**src/rtl/rinit_pkg.sv**
```systemverilog
package rinit_pkg;

   typedef enum logic [2:0] {
      K_SKIP    = 3'd0,
      K_READ    = 3'd1,
      K_WRITE   = 3'd2,
      K_STRING  = 3'd3,
      K_ZERO    = 3'd4,
      K_PATTERN = 3'd5
   } kind_e;

   localparam logic [7:0] OPC_LAST_COMMON = 8'h09;
   localparam logic [7:0] OPC_LAST_VAR_A  = 8'h12;
   localparam logic [7:0] OPC_LAST_VAR_B  = 8'h1B;
   localparam logic [7:0] OPC_EMU_VAR_B   = 8'h1C;
   localparam logic [7:0] OPC_ONLY_EMU    = 8'h1D;
   localparam logic [7:0] OPC_ONLY_PROTO  = 8'h1E;
   localparam logic [7:0] OPC_ONLY_SILI   = 8'h1F;

   // Folds variant and platform opcodes onto the common set.
   // The variant step runs before the platform step.
   function automatic logic [7:0] fold_op(input logic [7:0] op,
                                          input logic var_b,
                                          input logic [1:0] plat);
      logic [7:0] t;
      t = op;
      if (t > OPC_LAST_COMMON) begin
         if (t <= OPC_LAST_VAR_A) begin
            if (!var_b) t = t - 8'd9;
         end else if (t <= OPC_LAST_VAR_B) begin
            if (var_b) t = t - 8'd18;
         end
         if ((t == OPC_ONLY_EMU && plat == 2'd0) ||
             (t == OPC_ONLY_PROTO && plat == 2'd1) ||
             (t == OPC_ONLY_SILI && plat == 2'd2))
            t = 8'h02;
         if (t == OPC_EMU_VAR_B && plat == 2'd0 && var_b)
            t = 8'h02;
      end
      return t;
   endfunction

endpackage

```
**src/rtl/rinit_decode.sv**
```systemverilog
module rinit_decode #(
   parameter int CNT_W = 32
) (
   input  logic [31:0]         word0,
   input  logic [31:0]         word1,
   input  logic                var_b,
   input  logic [1:0]          plat,
   output rinit_pkg::kind_e    kind,
   output logic                ind,
   output logic [CNT_W-1:0]    count,
   output logic [15:0]         dbase,
   output logic [23:0]         offset
);
   import rinit_pkg::*;

   logic [7:0]  op_f;
   logic [15:0] n_field;

   assign op_f    = fold_op(word0[31:24], var_b, plat);
   assign n_field = word1[31:16];
   assign dbase   = word1[15:0];
   assign offset  = word0[23:0];

   always_comb begin
      kind  = K_SKIP;
      ind   = 1'b0;
      count = '0;
      case (op_f)
         8'h01: begin kind = K_READ;  count = CNT_W'(1); end
         8'h02: begin kind = K_WRITE; count = CNT_W'(1); end
         8'h03: begin kind = K_WRITE; count = CNT_W'(1); ind = 1'b1; end
         8'h04,
         8'h09: begin kind = K_STRING; count = CNT_W'(n_field); end
         8'h05: begin kind = K_STRING; count = CNT_W'(n_field); ind = 1'b1; end
         8'h06: begin kind = K_ZERO;   count = word1[CNT_W-1:0]; end
         8'h08: begin kind = K_PATTERN; count = CNT_W'({n_field, 1'b0}); end
         default: ;
      endcase
      if (count == '0) kind = K_SKIP;
   end

endmodule

```
**src/rtl/rinit_beats.sv**
```systemverilog
module rinit_beats #(
   parameter int CNT_W     = 32,
   parameter int MAX_BURST = 16
) (
   input  logic             clk,
   input  logic             rst_n,
   input  logic             load,
   input  logic             step,
   output logic [CNT_W-1:0] beat,
   output logic             first
);
   localparam int CH_W = (MAX_BURST > 1) ? $clog2(MAX_BURST) : 1;
   localparam bit POW2 = ((MAX_BURST & (MAX_BURST - 1)) == 0);

   always_ff @(posedge clk or negedge rst_n) begin
      if (!rst_n)    beat <= '0;
      else if (load) beat <= '0;
      else if (step) beat <= beat + CNT_W'(1);
   end

   generate
      if (MAX_BURST < 2) begin : g_bad
         $error("MAX_BURST must be at least 2");
      end
      if (POW2) begin : g_pow2
         assign first = (beat[CH_W-1:0] == '0);
      end else begin : g_cnt
         logic [CH_W-1:0] ch;
         always_ff @(posedge clk or negedge rst_n) begin
            if (!rst_n)    ch <= '0;
            else if (load) ch <= '0;
            else if (step) ch <= (ch == CH_W'(MAX_BURST - 1)) ? '0 : ch + CH_W'(1);
         end
         assign first = (ch == '0);
      end
   endgenerate


   load_first_chk: assert property (@(posedge clk) disable iff (!rst_n)
      load |=> (first && beat == '0));

endmodule

```
**src/rtl/reg_init_sequencer.sv**
```systemverilog
module reg_init_sequencer #(
   parameter int IDX_W     = 8,
   parameter int CNT_W     = 32,
   parameter int MAX_BURST = 16
) (
   input  logic             clk,
   input  logic             rst_n,
   input  logic             go,
   input  logic [IDX_W-1:0] start_idx,
   input  logic [IDX_W-1:0] end_idx,
   input  logic             variant_b,
   input  logic [1:0]       platform,
   output logic [IDX_W-1:0] cmd_idx,
   input  logic [31:0]      cmd_word0,
   input  logic [31:0]      cmd_word1,
   output logic [15:0]      dat_idx,
   input  logic [31:0]      dat_word,
   output logic             bus_req,
   output logic             bus_we,
   output logic             bus_ind,
   output logic             bus_burst_start,
   output logic [31:0]      bus_addr,
   output logic [31:0]      bus_wdata,
   input  logic             bus_ready,
   output logic             done
);
   import rinit_pkg::*;

   localparam int DOFF_W = 16;

   generate
      if (CNT_W < 17 || CNT_W > 32) begin : g_bad_cnt
         $error("CNT_W must lie in 17..32");
      end
   endgenerate

   typedef enum logic [1:0] {S_IDLE, S_SCAN, S_MOVE} st_e;

   st_e               state;
   logic [IDX_W-1:0]  idx, end_r;
   kind_e             kind_r, dk;
   logic              ind_r, dind;
   logic [CNT_W-1:0]  count_r, dcount, beat;
   logic [DOFF_W-1:0] base_r, dbase;
   logic [23:0]       off_r, doff;
   logic [31:0]       wval_r, beat32;
   logic              first, last, load, step;

   rinit_decode #(.CNT_W(CNT_W)) u_dec (
      .word0(cmd_word0), .word1(cmd_word1), .var_b(variant_b), .plat(platform),
      .kind(dk), .ind(dind), .count(dcount), .dbase(dbase), .offset(doff));

   rinit_beats #(.CNT_W(CNT_W), .MAX_BURST(MAX_BURST)) u_beats (
      .clk(clk), .rst_n(rst_n), .load(load), .step(step),
      .beat(beat), .first(first));

   assign load = (state == S_SCAN) && (idx < end_r) && (dk != K_SKIP);
   assign step = (state == S_MOVE) && bus_ready;
   assign last = (beat == count_r - CNT_W'(1));

   always_ff @(posedge clk or negedge rst_n) begin
      if (!rst_n) begin
         state   <= S_IDLE;
         idx     <= '0;
         end_r   <= '0;
         done    <= 1'b0;
         kind_r  <= K_SKIP;
         ind_r   <= 1'b0;
         count_r <= '0;
         base_r  <= '0;
         off_r   <= '0;
         wval_r  <= '0;
      end else begin
         done <= 1'b0;
         case (state)
            S_IDLE: if (go) begin
               idx   <= start_idx;
               end_r <= end_idx;
               state <= S_SCAN;
            end
            S_SCAN: begin
               if (idx >= end_r) begin
                  done  <= 1'b1;
                  state <= S_IDLE;
               end else if (dk == K_SKIP) begin
                  idx <= idx + IDX_W'(1);
               end else begin
                  kind_r  <= dk;
                  ind_r   <= dind;
                  count_r <= dcount;
                  base_r  <= dbase;
                  off_r   <= doff;
                  wval_r  <= cmd_word1;
                  state   <= S_MOVE;
               end
            end
            S_MOVE: if (bus_ready && last) begin
               idx   <= idx + IDX_W'(1);
               state <= S_SCAN;
            end
            default: state <= S_IDLE;
         endcase
      end
   end

   assign cmd_idx         = idx;
   assign beat32          = 32'(beat);
   assign bus_req         = (state == S_MOVE);
   assign bus_we          = (kind_r != K_READ);
   assign bus_ind         = ind_r && bus_req;
   assign bus_burst_start = bus_req && first;
   assign bus_addr        = {8'h00, off_r} + {beat32[29:0], 2'b00};
   assign dat_idx         = base_r + ((kind_r == K_PATTERN) ? {15'd0, beat[0]} : beat[15:0]);

   always_comb begin
      case (kind_r)
         K_WRITE:             bus_wdata = wval_r;
         K_STRING, K_PATTERN: bus_wdata = dat_word;
         default:             bus_wdata = '0;
      endcase
   end


   req_hold_chk: assert property (@(posedge clk) disable iff (!rst_n)
      (bus_req && !bus_ready) |=> (bus_req && $stable(bus_addr) &&
                                   $stable(bus_wdata) && $stable(bus_we)));

   done_pulse_chk: assert property (@(posedge clk) disable iff (!rst_n)
      done |=> !done);

   done_quiet_chk: assert property (@(posedge clk) disable iff (!rst_n)
      done |-> !bus_req);

   addr_step_chk: assert property (@(posedge clk) disable iff (!rst_n)
      (bus_req && bus_ready && !last) |=> (bus_req && bus_addr == $past(bus_addr) + 32'd4));

endmodule

```
**config.mk**
```make
export PLATFORM = sky130hd
export DESIGN_NAME = reg_init_sequencer
export DESIGN_NICKNAME = d
export VERILOG_FILES = /design/src/rtl/rinit_pkg.sv /design/src/rtl/rinit_decode.sv /design/src/rtl/rinit_beats.sv /design/src/rtl/reg_init_sequencer.sv
export SDC_FILE = /design/constraint.sdc
export NUM_CORES = 1
export LEC_CHECK = 0
export ABC_AREA = 1
export ABC_CLOCK_PERIOD_IN_PS = 11100
export BUFFER_PORTS_ARGS = -buffer_cell sky130_fd_sc_hd__buf_2
export CORE_ASPECT_RATIO = 0.75
export CORE_UTILIZATION = 60
export DETAILED_ROUTE_END_ITERATION = 6
export PLACE_DENSITY = 0.85
export SYNTH_ARGS = -nofsm -noshare
export SYNTH_HDL_FRONTEND = slang
export SYNTH_SLANG_ARGS = --single-unit
export TNS_END_PERCENT = 20
```
**constraint.sdc**
```tcl
create_clock -name clk -period 11.1 [get_ports clk]
set_clock_uncertainty 0.1 [all_clocks]
set_input_delay 2.22 -clock clk [delete_from_list [all_inputs] [get_ports clk]]
set_output_delay 2.22 -clock clk [all_outputs]
set_load 0.05 [all_outputs]
```
==> results of run 1 <==
final cells by class:
type                    count  area share [%]
diodes                      1          0.0189
clock buffers              18            3.24
clock inverters            14            1.81
inverters                 248            7.02
multi-input cells        1233            50.2
flip-flops and latches    143            27.0
well taps                 247            2.33
repair buffers            217            8.35
per-stage QoR:
step | util (%) | power [mW] | area [um^2] | hold WS, ns
global route | 71.2 | 4.09 | 13300 | 0.381
finish | 71.2 | 3.84 | 13300 | 0.376
CTS | 71.2 | 3.83 | 13300 | 0.376
floorplan | - | 2.61 | 11500 | 0.342
detailed placement | 67.6 | 3.14 | 12600 | 0.360
global placement | 67.6 | 3.09 | 12600 | 0.356
cells in the final DEF (no fill, tap or decap), drive strengths merged, types with 2 or more instances in the layout:
master    instances
nand2           487
inv             246
buf             217
dfrtp           143
nor2            140
nand3           125
nand4           112
xor2             85
o21ai            77
ha               58
a21oi            55
xnor2            34
clkbuf           18
nor3             15
or2              11
clkinv            8
nor4              6
bufinv            6
a211oi            4
nand3b            3
o41ai             3
o31ai             2
o21bai            2
o211ai            2
fa                2
clkinvlp          2
worst max-delay path: cells and delay by family:
kind,cells,cell delay [ns]
AOI/OAI and AO/OA,1,0.39
and+or+nand+nor,20,3.98
buffers and inverters,7,1.36
adders and majority gates,1,0.20
report_power, final:
| part | switching, mW | internal [mW] |
|---|---|---|
| Combinational | 1.67 | 0.627 |
| Clock | 0.242 | 0.422 |
| Sequential | 0.196 | 0.690 |
| Total | 2.10 | 1.74 |
synthesized netlist by cell type, types with 2 or more instances:
| cell | count |
|---|---|
| sky130_fd_sc_hd__buf_2 | 17 |
| sky130_fd_sc_hd__buf_6 | 3 |
| sky130_fd_sc_hd__xnor2_1 | 34 |
| sky130_fd_sc_hd__clkinv_1 | 2 |
| sky130_fd_sc_hd__inv_1 | 241 |
| sky130_fd_sc_hd__o21bai_1 | 2 |
| sky130_fd_sc_hd__ha_1 | 58 |
| sky130_fd_sc_hd__nand4_1 | 112 |
| sky130_fd_sc_hd__nor2_2 | 7 |
| sky130_fd_sc_hd__clkbuf_1 | 35 |
| sky130_fd_sc_hd__o31ai_1 | 2 |
| sky130_fd_sc_hd__xor2_1 | 85 |
| sky130_fd_sc_hd__nor4_1 | 6 |
| sky130_fd_sc_hd__o21ai_0 | 71 |
| sky130_fd_sc_hd__dfrtp_1 | 143 |
| sky130_fd_sc_hd__nand2_1 | 484 |
| sky130_fd_sc_hd__nand3_1 | 119 |
| sky130_fd_sc_hd__o21ai_1 | 5 |
| sky130_fd_sc_hd__o211ai_1 | 2 |
| sky130_fd_sc_hd__nor3_1 | 13 |
| sky130_fd_sc_hd__nor2_1 | 132 |
| sky130_fd_sc_hd__o41ai_1 | 3 |
| sky130_fd_sc_hd__nand3b_1 | 3 |
| sky130_fd_sc_hd__or2_2 | 10 |
| sky130_fd_sc_hd__buf_4 | 8 |
| sky130_fd_sc_hd__nand3_2 | 6 |
| sky130_fd_sc_hd__nor3_2 | 2 |
| sky130_fd_sc_hd__nand2_2 | 2 |
| sky130_fd_sc_hd__fa_1 | 2 |
| sky130_fd_sc_hd__buf_1 | 6 |
| sky130_fd_sc_hd__a21oi_1 | 54 |
| sky130_fd_sc_hd__inv_2 | 5 |
| sky130_fd_sc_hd__a211oi_1 | 4 |
worst min-delay path by stage:
| stage | cells past startpoint | endpoint | slack [ns] |
|---|---|---|---|
| 2_1_floorplan | 2 | wval_r[16] | 0.34 |
| 3_3_place_gp | 2 | wval_r[18] | 0.36 |
| 3_5_place_dp | 2 | wval_r[22] | 0.36 |
| 4_1_cts | 2 | wval_r[22] | 0.38 |
| 5_1_grt | 2 | wval_r[30] | 0.38 |
| 6_report | 2 | off_r[17] | 0.38 |
registers in the layout, indices dropped and copies added, names as in the netlist:
signal        cells
cmd_idx           8
base_r           15
end_r             8
state             2
off_r            24
wval_r           17
done              1
ind_r             1
kind_r            3
count_r          32
u_beats.beat     32
logic make-up (layout without fill, tap and decap cells):
logic type	count (synthesis)	after routing	synth area share, %
multiplexers	1	1	0.0983
buffers and inverters	317	497	11.0
flip-flops	143	143	31.2
AO/OA/AOI/OAI	151	151	7.11
other	0	1	0
adder cells (fa/ha/maj)	60	60	6.68
XOR/XNOR	119	119	9.10
AND/OR/NAND/NOR	902	902	34.8
routing by layer:
| layer | GRT usage (%) | up-vias | share of wire (%) |
|---|---|---|---|
| met4 | 11.7 | 0 | 2.6 |
| met2 | 56.0 | 590 | 44 |
| li1 | - | 5757 | - |
| met1 | 50.2 | 5539 | 43 |
| met3 | 9.81 | 76 | 10 |
| met5 | 1.01 | - | 0 |
==> impl_summary.md, run 1 <==
Outcome
The flow ran to the end, and the final reports show no timing, DRC or antenna violations.

Routing
The final routed wire length divided by cell count is 16.6 um. The total routed wirelength is 35.2 mm. After the first detailed-routing iteration, the DRC count stood at 1,157. In the routed design, unresolved DRC markers number 0. Summing over every cut layer, the via total after detailed routing is 11,962.

The post-detailed-route count of antenna-violating nets is 0. The average vias per placed instance is 5.64. The first TritonRoute pass finished after 6 iterations.

CTS
The root buffer cell chosen for the clock tree is sky130_fd_sc_hd__clkbuf_16. The TritonCTS clock tree is done. The total number of H-tree levels is 4. Once the clock tree was built, the resizer swapped 0 gates to a different size. The number of post-CTS setup repair buffers is 0. The worst-case clock buffer depth is 2.

The count of hold-fix buffers inserted at cts is 0. At the later pin of the worst-skew pair, clock insertion delay measures 0.44 ns. Clock tree synthesis inserted a total of 17 buffers. The total number of clock tree sinks is 143. The clock slew at the register clock pins of the worst setup and hold paths is 0.06 ns.

STA
Based on the critical path, the design can be clocked at up to 124 MHz. The period utilization is 72.4%. The number of hold violations in the final report is 0. The final worst setup slack is 3.06 ns.

The remaining max-slew budget at the tightest pin is 7.28%. The final-report max-slew violation count came to 0. The setup TNS after final layout is 0 ns. Setup repair after global routing left no endpoint under its margin. The time the worst path needs with I/O delays and setup is 8.04 ns. The measured slew at the worst slew-check pin is 1.39 ns. The final setup violation count is 0.

Yosys
In this run, synthesis produced a sequential element count of 143. Counting flops with an async set or reset pin after synthesis yields a share of 100%. The number of cells produced by synthesis is 1,693. The synthesized design contains 0 enable-type register cells. In the post-synthesis netlist, the biggest area contributors are sky130_fd_sc_hd__dfrtp_1, sky130_fd_sc_hd__nand2_1, sky130_fd_sc_hd__inv_1.

The post-synth design cell area is 11,500 um^2. The biggest area contributor in the post-synthesis netlist is sky130_fd_sc_hd__dfrtp_1. The average cell area after synthesis is 6.77 um^2. For this run, the number of Yosys warnings is 0. The area fraction of the dominant cell type after synthesis is 31.2%. The count of distinct cell types in the synthesized netlist is 48. Summing the sequential cell areas from Yosys gives 31.2% of the chip area. Among all flip-flop cells after synthesis, the most frequent one is sky130_fd_sc_hd__dfrtp_1.

When the netlist entered floorplanning its net count stood at 1,872.

Placement
The half-perimeter wire length after placement is 25.7 mm. The setup slack after placement is 3.02 ns. The total placed cells including tap cells is 2,088.

The final weighted congestion in routability-driven placement is 0.991. The count of input and output buffers is 211.

Worst setup path
The timing endpoint of the critical path is count_r[30]. Along the worst path, the maximum fanout reaches 91. The number of cells on the worst reg-to-reg path is 22. The critical path class is in -> reg. The cell at the slowest stage of the critical path is sky130_fd_sc_hd__nor2_1. The worst path arrival time is 8.24 ns. The startpoint kind of the worst setup timing path is an input port. The data required time at the worst endpoint is 11.30 ns. For flop-to-flop paths, the worst setup slack is 6.90 ns.

The worst setup path is captured at a register. The first element of the critical path is cmd_word0[24]. The startpoint of the lowest-slack register-to-register path is count_r[3]. By instance count, the cell type seen most on the critical path is sky130_fd_sc_hd__nand2_1. The largest stage delay on the critical path is 1.04 ns. The end of the worst register-to-register path is cmd_idx[0].

Floorplanning
The die is 122 um tall. For this design the top-level I/O count stands at 212. The floorplan row count is 43. The die area is 19,700 um^2. The overall die width is 162 um. The placeable core area is 18,600 um^2. For this configuration, the core starts out at a cell density of 61.6%.

Min path
The startpoint of the tightest hold check path is off_r[17]. The type of the worst min-delay path is reg -> reg.

Final layout
In the final layout, the share of cells above drive strength 1 is 15.5%. Excluding fillers, the count of instances in the completed layout stands at 2,121. The area occupied by multi-input gates is 6660 um^2. The filler cells instantiated in the layout total 1,535. The sequential cells in the finished layout cover a total of 3580 um^2.

The growth of design area from synthesis to finish is 15.7%. The net count of the finished layout is 2,039.

Flow run
The max-capacitance violation count is 0.

GRT
The global-route wire length before repair is 55.9 mm. The initial antenna violation count was 1. Global routing used 36.5% of the available tracks across all layers. The number of global-route vias before repair is 10,848. The maximum number of pins on one net before global-route repair is 92. The total overflow left after global routing is 0.

Power
The highest ir drop seen on vdd is 0.000331 V. For this design the static power due to leakage is 7.80 nW. The power density relative to cell area is 290 nW/um^2.
Power figures use the tool's default switching activity.
==> run 2: changes to the inputs <==
ABC_CLOCK_PERIOD_IN_PS = 6500   (was 11100)
CORE_UTILIZATION = 52   (was 60)
PLACE_DENSITY = 0.78   (was 0.85)
clock period = 6.5 ns   (was 11.1 ns; I/O delays follow)
==> run 2 against run 1 <==
Effect of this change: die area grew 15%; via count shrank 2.8%; final cell count is 2.1% higher; largest power group unchanged; power rose by 66%.
==> impl_summary.md, run 2 (synthesis results as in run 1) <==
Worst setup path
The critical path in this run is classified as reg -> out. The end of the worst register-to-register path is cmd_idx[6]. Data arrives at the worst endpoint at 4.54 ns. STA classifies the critical path endpoint as a primary output. In this run the register-to-register setup slack is 2.30 ns. Along the worst path, the maximum fanout reaches 15.

The timing endpoint of the critical path is dat_idx[15]. The worst setup path is launched from a register. Measured in cells, the most critical reg-to-reg path has a length of 22.

Tracing the worst setup path back leads to its startpoint at kind_r[1]. The data required time at the worst endpoint is 5.10 ns. The worst register-to-register path begins at count_r[3].

Routing
The post-detailed-route DRC marker count is 0. The final routed wire length divided by cell count is 15.7 um. The total routed wirelength is 34.1 mm. After detailed routing, the number of vias per cell comes to 5.37. The routed layout has 11,627 vias.

The post-detailed-route count of antenna-violating nets is 0. The number of iterations in the first detailed-routing pass is 5. In this run, the number of DRC markers left after iteration 0 of detailed routing was 1,199.

CTS
The worst-case clock buffer depth is 2. TritonCTS built the clock tree. The clock slew at the register clock pins of the worst setup and hold paths is 0.07 ns. The total number of clock tree sinks is 143. The H-tree was split into 4 levels.

Counting the buffers created by CTS gives 17. The later pin in the worst-skew pair is clocked with a latency of 0.43 ns. In this run the clock root is driven by a sky130_fd_sc_hd__clkbuf_16.

Hold repair after CTS inserted 0 buffers. The number of gates resized after CTS is 0. The number of post-CTS setup repair buffers is 0.

Final layout
Relative to the synthesized area, the layout overhead comes to 15.9%. The fraction of layout instances using a drive strength above 1 is 15.7%. The largest registers in the layout are count_r (32), u_beats.beat (32), off_r (24). The utilization after layout is 62.2%. After the last flow step, the layout net total stands at 2,043. The post-route standard cell area excluding fillers is 13,300 um^2. In the layout the commonest cells are sky130_fd_sc_hd__nand2_1, sky130_fd_sc_hd__inv_1, sky130_fd_sc_hd__buf_2, sky130_fd_sc_hd__dfrtp_1, sky130_fd_sc_hd__nor2_1. The non-filler instance count after layout is 2,165. The final antenna diode count is 0.

Leaving out fill and tap cells, the most frequent cell in the layout is sky130_fd_sc_hd__nand2_1.

STA
The final-report max-slew violation count is 0. The number of hold violations in the final report was 0. The setup TNS after final layout is 0 ns. In the finished design, the share of the clock period the worst path needs comes to 91.4%. Setup violations remaining at the end of the flow were counted as 0. Setup repair after global routing left no endpoint under its margin. The measured slew at the worst slew-check pin is 1.18 ns. The fmax is 168 MHz. The routed design could run at a clock period as short as 5.94 ns. The remaining max-slew budget at the tightest pin is 21.3%.

Power
Of the total power, the share spent switching nets is 55.4%. Combinational logic is responsible for 60.6% of the overall power. The switching power of the nets is 3.54 mW. The total internal power is 2.85 mW.

The sequential group share of total power is 23.4%. For this design the ratio of total power to cell area is 481 nW/um^2. The highest ir drop seen on vdd is 0.000320 V. The share of total power dissipated in the clock network is 16.0%. For this design the static power due to leakage is 7.80 nW.

Outcome
The flow ran to the end, and the final reports show no timing, DRC or antenna violations.

GRT
The number of global-route vias before repair is 10,475. The global-route wire length before repair is 54.6 mm. The maximum number of pins on one net before global-route repair is 96. The initial antenna violation count is 0. Global routing used 30.5% of the available tracks across all layers.

Summed over all layers, the global routing overflow is 0.

Placement
The total placed cells including tap cells is 2,133. Detailed placement ended at an HPWL of 25.6 mm. Once placement finished, the instance area stood at 12,700 um^2. Port buffering added 211 buffers. The final weighted congestion in routability-driven placement is 1.01.

Floorplanning
The die area is 22,600 um^2. The number of I/O pins is 212. After floorplanning, the core was sized to cover 21,400 um^2.

Once the floorplan was initialized, standard cells occupied 53.7% of the core. The floorplan row count is 46. In this run the horizontal extent of the chip is 173 um. The floorplan step set the die height to 131 um.

Flow run
Max-cap violations in this run came to 0.

Min path
The type of the worst min-delay path is reg -> reg.
-- run 2: cell types whose count changed in the layout (fill, tap and decap cells not counted), sizes merged --
cell,change
inv,+3
clkbuf,+3
clkinv,-2
bufinv,-4
buf,+4
diode,-1
-- run 2: worst min-delay path by stage --
stage	end	from	slack (ns)	depth (start not counted)
after global routing	wval_r[19]	wval_r[19]	0.39	2
after global placement	wval_r[17]	wval_r[17]	0.36	2
after floorplan	wval_r[16]	wval_r[16]	0.34	2
after detailed placement	wval_r[17]	wval_r[17]	0.36	2
after CTS	wval_r[17]	wval_r[17]	0.38	2
final	wval_r[17]	wval_r[17]	0.37	2
-- run 2: stage by stage --
step | worst slack [ns] | total power [mW] | hold slack (ns)
floorplan | 1.45 | 4.46 | 0.342
global placement | 0.838 | 5.28 | 0.356
detailed placement | 0.862 | 5.35 | 0.362
CTS | 0.565 | 6.39 | 0.379
global route | 0.0528 | 6.83 | 0.393
finish | 0.562 | 6.39 | 0.373
-- run 2: metal layers --
layer  wire, um  part of all wire [%]  track usage (%)
met1      15900                    47             44.3
met2      14700                    43             46.9
met3       2900                   8.5             5.47
met4        589                   1.7             7.70
met5          0                     0                0
-- run 2: layout make-up --
type	count	area, um^2
inverter	248	931
timing repair buffer	221	1150
clock inverter	11	129
fill	1989	8070
clock buffer	21	470
tap	288	360
sequential	143	3580
multi-input combinational	1233	6660
-- run 2: power by group through the flow --
stage                     clock, mW  sequential, mW  combinational, mW
after floorplan                   0            1.47               2.99
after global placement            0            1.51               3.77
after detailed placement          0            1.51               3.85
after CTS                      1.03            1.50               3.86
after global routing           1.07            1.54               4.23
final                          1.02            1.50               3.87
-- run 2: worst max-delay path, cell delays in order (launching register included) --
cell and delay [ns]:
sky130_fd_sc_hd__dfrtp_1 0.43, sky130_fd_sc_hd__inv_1 0.13, sky130_fd_sc_hd__nand3_1 0.41, sky130_fd_sc_hd__nand2_1 0.27, sky130_fd_sc_hd__inv_1 0.07, sky130_fd_sc_hd__ha_1 0.27
sky130_fd_sc_hd__nand3_1 0.07, sky130_fd_sc_hd__nand2_1 0.11, sky130_fd_sc_hd__a21oi_1 0.07, sky130_fd_sc_hd__o21bai_1 0.22, sky130_fd_sc_hd__a21oi_1 0.10, sky130_fd_sc_hd__o21ai_0 0.28
sky130_fd_sc_hd__a21oi_1 0.10, sky130_fd_sc_hd__o21ai_0 0.26, sky130_fd_sc_hd__nand2_1 0.09, sky130_fd_sc_hd__nand2_1 0.07, sky130_fd_sc_hd__a21oi_1 0.09, sky130_fd_sc_hd__o21ai_0 0.30
sky130_fd_sc_hd__a21oi_1 0.13, sky130_fd_sc_hd__nor2_1 0.11, sky130_fd_sc_hd__nor2_1 0.06, sky130_fd_sc_hd__xor2_1 0.18, sky130_fd_sc_hd__buf_2 0.30
